## config.mk

```make
export PLATFORM = sky130hd
export DESIGN_NAME = pdm_lane_router
export DESIGN_NICKNAME = d
export VERILOG_FILES = /design/src/rtl/pdm_router_pkg.sv /design/src/rtl/pdm_bitclk_gen.sv /design/src/rtl/pdm_in_sync.sv /design/src/rtl/pdm_edge_capture.sv /design/src/rtl/pdm_chan_route.sv /design/src/rtl/pdm_lane_router.sv
export SDC_FILE = /design/constraint.sdc
export NUM_CORES = 1
export LEC_CHECK = 0
export ABC_AREA = 1
export CELL_PAD_IN_SITES_DETAIL_PLACEMENT = 1
export CELL_PAD_IN_SITES_GLOBAL_PLACEMENT = 1
export CORE_AREA = 5 5 64 66
export CTS_CLUSTER_SIZE = 24
export DETAILED_ROUTE_END_ITERATION = 7
export DIE_AREA = 0 0 69 71
export PLACE_DENSITY = 0.87
export SYNTH_ARGS = -nofsm -noshare
export SYNTH_HDL_FRONTEND = slang
export SYNTH_HIERARCHICAL = 1
export SYNTH_SLANG_ARGS = --single-unit
```

## constraint.sdc

```tcl
create_clock -name clk -period 1.4 [get_ports clk]
set_input_delay 0.21 -clock clk [delete_from_list [all_inputs] [get_ports clk]]
set_output_delay 0.21 -clock clk [all_outputs]
set_load 0.005 [all_outputs]
```

## src/rtl/pdm_router_pkg.sv

```systemverilog
package pdm_router_pkg;

    // number of shared data pins; each carries two microphones
    localparam int unsigned PDM_LINES = 2;

    typedef enum logic {
        PHASE_RISE = 1'b0,   // microphone drives after the rising edge
        PHASE_FALL = 1'b1    // microphone drives after the falling edge
    } mic_phase_e;

    // latest bit captured from one line, one slot per microphone phase
    typedef struct packed {
        logic fall_bit;
        logic rise_bit;
    } line_smp_t;

    // capture instants inside a bit clock period
    typedef struct packed {
        logic rise;   // end of the high half: rising-phase data valid
        logic fall;   // end of the low half: falling-phase data valid
    } cap_evt_t;

    function automatic logic pick_phase(line_smp_t s, mic_phase_e ph);
        return (ph == PHASE_FALL) ? s.fall_bit : s.rise_bit;
    endfunction

endpackage

```

## src/rtl/pdm_bitclk_gen.sv

```systemverilog
module pdm_bitclk_gen
    import pdm_router_pkg::*;
#(
    parameter int unsigned HALF_DIV       = 4,
    parameter int unsigned WARMUP_PERIODS = 4
) (
    input  logic     clk,
    input  logic     rst,
    input  logic     run,
    output logic     bit_clk,
    output cap_evt_t cap,
    output logic     settled
);
    localparam int unsigned DIV_W  = (HALF_DIV > 1) ? $clog2(HALF_DIV) : 1;
    localparam int unsigned WARM_W = (WARMUP_PERIODS > 1) ? $clog2(WARMUP_PERIODS) : 1;

    logic [DIV_W-1:0] div_q;
    logic             clk_q;
    logic             half_end;

    assign half_end = (div_q == DIV_W'(HALF_DIV - 1));

    always_ff @(posedge clk) begin
        if (rst || !run) begin
            div_q <= '0;
            clk_q <= 1'b0;
        end else if (half_end) begin
            div_q <= '0;
            clk_q <= ~clk_q;
        end else begin
            div_q <= div_q + DIV_W'(1);
        end
    end

    assign bit_clk  = clk_q;
    assign cap.rise = run &  clk_q & half_end;
    assign cap.fall = run & ~clk_q & half_end;

    generate
        if (WARMUP_PERIODS == 0) begin : g_no_warm
            assign settled = 1'b1;
        end else begin : g_warm
            logic [WARM_W-1:0] per_q;
            logic              done_q;
            always_ff @(posedge clk) begin
                if (rst || !run) begin
                    per_q  <= '0;
                    done_q <= 1'b0;
                end else if (cap.rise && !done_q) begin
                    if (per_q == WARM_W'(WARMUP_PERIODS - 1)) begin
                        done_q <= 1'b1;
                    end else begin
                        per_q <= per_q + WARM_W'(1);
                    end
                end
            end
            assign settled = done_q;
        end
    endgenerate

endmodule

```

## src/rtl/pdm_in_sync.sv

```systemverilog
module pdm_in_sync #(
    parameter int unsigned WIDTH  = 2,
    parameter int unsigned STAGES = 2
) (
    input  logic             clk,
    input  logic             rst,
    input  logic [WIDTH-1:0] d,
    output logic [WIDTH-1:0] q
);
    logic [STAGES-1:0][WIDTH-1:0] pipe_q;

    always_ff @(posedge clk) begin
        if (rst) begin
            pipe_q <= '0;
        end else begin
            pipe_q[0] <= d;
            for (int s = 1; s < STAGES; s++) begin
                pipe_q[s] <= pipe_q[s-1];
            end
        end
    end

    assign q = pipe_q[STAGES-1];

endmodule

```

## src/rtl/pdm_edge_capture.sv

```systemverilog
module pdm_edge_capture
    import pdm_router_pkg::*;
#(
    parameter int unsigned LINES = PDM_LINES
) (
    input  logic                  clk,
    input  logic                  rst,
    input  logic [LINES-1:0]      din_sync,
    input  cap_evt_t              cap,
    input  logic                  settled,
    output line_smp_t [LINES-1:0] smp,
    output cap_evt_t              evt
);
    generate
        for (genvar l = 0; l < LINES; l++) begin : g_line
            always_ff @(posedge clk) begin
                if (rst) begin
                    smp[l] <= '0;
                end else begin
                    if (cap.rise) smp[l].rise_bit <= din_sync[l];
                    if (cap.fall) smp[l].fall_bit <= din_sync[l];
                end
            end
        end
    endgenerate

    // events are only released once the microphones have settled
    always_ff @(posedge clk) begin
        if (rst) begin
            evt <= '0;
        end else begin
            evt.rise <= cap.rise & settled;
            evt.fall <= cap.fall & settled;
        end
    end

endmodule

```

## src/rtl/pdm_chan_route.sv

```systemverilog
module pdm_chan_route
    import pdm_router_pkg::*;
#(
    parameter int unsigned NUM_CH = 4,
    parameter int unsigned LINES  = PDM_LINES
) (
    input  logic                  clk,
    input  logic                  rst,
    input  line_smp_t [LINES-1:0] smp,
    input  cap_evt_t              evt,
    input  logic [NUM_CH-1:0]     ch_en,
    input  logic [NUM_CH-1:0]     line_sel,
    input  logic [NUM_CH-1:0]     edge_sel,
    output logic [NUM_CH-1:0]     ch_bit,
    output logic [NUM_CH-1:0]     ch_stb
);
    generate
        for (genvar n = 0; n < NUM_CH; n++) begin : g_ch
            mic_phase_e ph;
            line_smp_t  src;
            logic       hit;

            assign ph  = mic_phase_e'(edge_sel[n]);
            assign src = smp[line_sel[n]];
            assign hit = ch_en[n] & ((ph == PHASE_FALL) ? evt.fall : evt.rise);

            always_ff @(posedge clk) begin
                if (rst) begin
                    ch_stb[n] <= 1'b0;
                    ch_bit[n] <= 1'b0;
                end else begin
                    ch_stb[n] <= hit;
                    if (hit) ch_bit[n] <= pick_phase(src, ph);
                end
            end
        end
    endgenerate

endmodule

```

## src/rtl/pdm_lane_router.sv

```systemverilog
module pdm_lane_router
    import pdm_router_pkg::*;
#(
    parameter int unsigned NUM_CH         = 4,
    parameter int unsigned HALF_DIV       = 4,
    parameter int unsigned WARMUP_PERIODS = 4,
    parameter int unsigned SYNC_STAGES    = 2
) (
    input  logic              clk,
    input  logic              rst,
    input  logic [NUM_CH-1:0] ch_en,
    input  logic [NUM_CH-1:0] line_sel,
    input  logic [NUM_CH-1:0] edge_sel,
    input  logic [1:0]        pdm_din,
    output logic              pdm_clk,
    output logic [NUM_CH-1:0] ch_bit,
    output logic [NUM_CH-1:0] ch_stb
);
    // the capture point must see the synchronized pin settle inside one half
    initial begin
        if (HALF_DIV < SYNC_STAGES + 1)
            $error("HALF_DIV too small for the synchronizer latency");
    end

    logic                      run;
    cap_evt_t                  cap;
    cap_evt_t                  evt;
    logic                      settled;
    logic [PDM_LINES-1:0]      din_sync;
    line_smp_t [PDM_LINES-1:0] smp;

    assign run = |ch_en;

    pdm_bitclk_gen #(
        .HALF_DIV      (HALF_DIV),
        .WARMUP_PERIODS(WARMUP_PERIODS)
    ) u_clkgen (
        .clk    (clk),
        .rst    (rst),
        .run    (run),
        .bit_clk(pdm_clk),
        .cap    (cap),
        .settled(settled)
    );

    pdm_in_sync #(
        .WIDTH (PDM_LINES),
        .STAGES(SYNC_STAGES)
    ) u_sync (
        .clk(clk),
        .rst(rst),
        .d  (pdm_din),
        .q  (din_sync)
    );

    pdm_edge_capture #(
        .LINES(PDM_LINES)
    ) u_capture (
        .clk     (clk),
        .rst     (rst),
        .din_sync(din_sync),
        .cap     (cap),
        .settled (settled),
        .smp     (smp),
        .evt     (evt)
    );

    pdm_chan_route #(
        .NUM_CH(NUM_CH),
        .LINES (PDM_LINES)
    ) u_route (
        .clk     (clk),
        .rst     (rst),
        .smp     (smp),
        .evt     (evt),
        .ch_en   (ch_en),
        .line_sel(line_sel),
        .edge_sel(edge_sel),
        .ch_bit  (ch_bit),
        .ch_stb  (ch_stb)
    );

endmodule

```

* Word-level counts from Yosys, hierarchy flattened *
Index checks and enable logic that the tools add are counted.

storage, ports and cells
  bits in registers = 24
  bits in latches = 0
  RAM bits = 0
  ROM bits = 0
  input bits = 16
  output and inout port bits = 9
  word-level logic and storage cells = 64
  memories kept = 0

cells by class
  add/sub/neg operators = 2
  multiply operators = 0
  divide/modulo/power cells = 0
  magnitude comparators = 4
  eq/ne operators = 2
  shift operators = 0
  multiplexer cells = 16
  bitwise operators = 12
  reduce and logical (&&, ||, !) cells = 8

operator list
  operator                                                    number
  2-to-1 mux 2 bit                                            8
  bitwise AND 1 bit                                           10
  less-than comparator 1 x 2 -> 1 bit, second input constant  4
  2-to-1 mux 1 bit                                            8
  adder 2 x 1 -> 2 bit, second input constant                 2
  equality test 2 bit, second input constant                  2
  AND reduction 2 bit                                         2
  OR reduction 4 bit                                          1
  logical NOT 1 bit                                           2
  inverter 1 bit                                              2
  OR reduction 2 bit                                          1
  logical AND 1 bit                                           1
  logical OR 1 bit                                            1

* Depth between registers and ports, before layout *
  depth in word-level cells = 5
  mapped depth = 7
  depth with buffers taken out = 7

* Hierarchy *
The synthesis kept the hierarchy.

modules (own cells, without submodules)
  module            instances  cells an instance  area each (sq um)  seq. area each (sq um)
  pdm_chan_route    1          87                 493.0              160.2
  pdm_bitclk_gen    1          35                 282.8              120.1
  pdm_edge_capture  1          29                 206.4              120.1
  pdm_in_sync       1          14                 125.1              80.1
  pdm_lane_router   1          3                  11.3               0.0

* Least setup slack after synthesis *
OpenSTA, ideal clock, no wires.

  path kind = register to register
  from = register u_clkgen.div_q[0]
  to = register u_capture/smp[3] (netlist name)
  library setup time = 0.113 ns
  arrival time = 1.123 ns
  required time = 1.287 ns
  setup slack = 0.164 ns
  stages on the path, launching flop included = 6
  buffers on the path = 0
  period minus slack after synthesis = 1.236 ns
  cell sequence = dfxtp_1 ha_1 nor3b_1 nand2_1 nand2_1 nor2_1

RTL lines
  what                    line                  text
  from (decl)             pdm_bitclk_gen.sv:17  logic [DIV_W-1:0] div_q;
  from (signal assigned)  pdm_bitclk_gen.sv:31  div_q <= div_q + DIV_W'(1);

* Worst setup path in the final report *
  from = register u_route.ch_stb[0]
  to = output port ch_stb[0]

RTL lines
  what                               line                   text
  from (decl)                        pdm_chan_route.sv:15   output logic [NUM_CH-1:0] ch_stb
  from (signal, indexed assignment)  pdm_chan_route.sv:32   ch_stb[n] <= hit;
  to (decl)                          pdm_lane_router.sv:17  output logic [NUM_CH-1:0] ch_stb

No word-level cell between the ends.

==> summary.txt <==
Status: finished, final reports clean
Final worst-path cycle share: 0.964
Ant diodes: 0
Routed len/inst: 12.0 microns
Sw frac: 0.230
Max-cap violations: 0
Max Slew Vio Count: 0
Pin count of the biggest net entering global routing: 15
Post-route minimum period: 1.35 ns
NetSw: 335 uW
Global-route wire length before repair: 5330 microns
Met1 WL: 1250 microns
Hold Fails Final Rpt: 0
Hold Slack: 0.393 ns
Routed wire length: 3070 microns
Biggest cell delay along the critical path: 0.49 ns
Syn. warnings: 6
Clk_lat worst skew: 0.31 ns
R2r startpoint: u_clkgen/div_q[0]
RSZ-0062 raised after global routing: no
Overall Global Routing Usage: 0.132
Syn Std Cell Area: 1120 sq um
Layout area overhead: 42.2%
P per Cell Area: 917 nW/um^2
Critical path's slowest cell: clkdlybuf4s50_1
H-tree depth: 1
Port buffer count: 24
Worst-path cell chain: clkdlybuf4s50_1
Via/cell ratio: 4.48
Register area share after synthesis: 0.430
WL met2: 1620 microns
Share of cells above drive strength 1: 0.212
Worst path required time: 1.19 ns
GP Congestion: 0.774
Clock share of power: 0.343
Vias in the first global route: 1229
Startpoint of the worst hold path: pdm_din[0]
WP data arrival: 1.14 ns
Crit-path leading delay family: buffers and inverters
Final Core Density: 0.451
Top Metal Used: met4
IO Count: 25
Commonest cells after routing, fill and taps aside: nand2_1, nor2_1, inv_1, dfxtp_1, clkdlybuf4s50_1
Comb pwr share: 0.160
Unique cell type count in the Yosys netlist: 16
TritonCTS clock tree: yes
Starting Density: 0.317
Clock transition at path regs: 0.13 ns
Peak supply drop: 563 uV
GRT Residual Overflow: 0
Clk sinks: 24
Die Span X: 69 microns
Fillers: 462
Iter 0 DRT Violations: 50
Net count after synthesis: 186
Die Footprint: 4900 sq um
Crit Path Class: reg -> out
Rows: 22
Core Region: 3520 sq um
Synth Area per Inst: 6.66 sq um
Achievable Freq: 0.741 GHz
Met3 Wirelength: 146 microns
Final Setup Violations: 0
Initial antenna violation count: 0
CTS Buffer Depth: 2
Relative slew margins: 0.783
Slew at the pin closest to its max-slew limit: 0.325 ns
Sequential power share: 0.496
P_int: 1120 uW
Die H: 71 microns
Vias: 1146
DRT Pass-1 Iters: 4
Number of synthesized register bits: 24
Max FO, Critical Path: 1
Cell leakage power: 0.000885 uW
Dominant cells by area after synthesis: dfxtp_1, nand2_1, nor2_1
Hold Buf Count CTS: 0
DRC viols: 0
Setup Skew: 0.00132 ns
Buffers & Inverters on Critical Path: 1
Clock Tree Root: clkbuf_4
ANT nets after route: 0
Cell Count, Final, Fillers Out: 256
Worst setup EP type: output pin
Tot Pwr: 1460 uW
Yosys top cell area share: 0.430
Most common cell after layout, fill and taps aside: nand2_1
Worst setup path startpoint: u_route/ch_stb[0]
Startpoint types: register
Placed cell count: 249
Cell taking the most area after synthesis: dfxtp_1
Post-DP HPWL: 2440 microns
Hold Crit Class: in -> reg
Fin nets: 227
Post-Synthesis Cells: 168
CTS Buf Count: 3
-- metal layers --
metal,track usage,up-vias
li1,-,581
met1,0.150,526
met2,0.244,33
met3,0.0298,6
met4,0.0434,0
met5,0,-
-- cell type report --
type / count / area, sq um / share of cell area
Clock buffer: 3 / 22.5 / 0.0142
Clock inverter: 1 / 30.0 / 0.0189
Inverter: 31 / 118 / 0.0740
Multi-Input combinational cell: 111 / 510 / 0.321
Sequential cell: 24 / 489 / 0.308
Tap cell: 48 / 60.1 / 0.0378
Timing Repair Buffer: 38 / 360 / 0.227
-- power by group through the flow --
stage               sequential, uW  combinational [uW]  clock (uW)
global route                   727                 267         550
floorplan                      738                 103           0
detailed placement             741                 228           0
finish                         723                 234         500
CTS                            724                 236         523
global placement               738                 220           0
-- repair_timing --
| item | in CTS | in global routing |
|---|---|---|
| endpoints found under the setup margin | 4 | 8 |
| gates resized for setup | 5 | 8 |
| cloned | 0 | 0 |
| setup buffers | 2 | 1 |
-- path summary, 6_finish.rpt --
path | end | slack (ns) | cells past startpoint
worst max-delay path | ch_stb[0] | 0.05 | 1
worst min register to register | u_sync/q[1] | 0.41 | 2
worst min-delay path | u_sync/pipe_q[0] | 0.39 | 3
worst max register to register | u_capture/smp[3] | 0.17 | 6
-- worst min-delay path, stage by stage --
cell,delay [ns]
clkdlybuf4s50_1,0.39
inv_1,0.05
nor2_1,0.03
-- Yosys cell counts --
master and count:
nand2_1 51, nor2_1 35, dfxtp_1 24, inv_1 19
inv_2 11, nand3_1 11, nand3_2 4, buf_4 2
ha_1 2, nor2_4 2, nor3b_1 2, a211oi_1 1
clkinv_2 1, nand2_2 1, nor2_2 1, nor3_1 1
-- kinds of logic after synthesis --
group / count (synthesis) / synth area share
AO/OA/AOI/OAI: 1 / 0.00671
buffers and inverters: 33 / 0.119
AND/OR/NAND/NOR: 108 / 0.423
flip-flops: 24 / 0.430
adder cells (fa/ha/maj): 2 / 0.0224
-- flip-flops by register name, indices dropped and copies added (netlist names), 2 cells and up --
| signal | count |
|---|---|
| u_clkgen/g_warm.per_q | 2 |
| u_route/ch_bit | 4 |
| u_route/ch_stb | 4 |
| u_sync/q | 2 |
| u_capture/evt | 2 |
| u_capture/smp | 4 |
| u_sync/pipe_q | 2 |
| u_clkgen/div_q | 2 |
-- through the flow --
step	setup TNS, ns	setup slack [ns]	area [sq um]
4_1_cts	0	0.00204	1560
3_5_place_dp	-1.62	-0.228	1490
3_3_place_gp	-0.941	-0.139	1490
5_1_grt	0	0.00130	1590
6_report	0	0.0497	1590
2_1_floorplan	0	0.164	1120
Power figures use the tool's default switching activity.
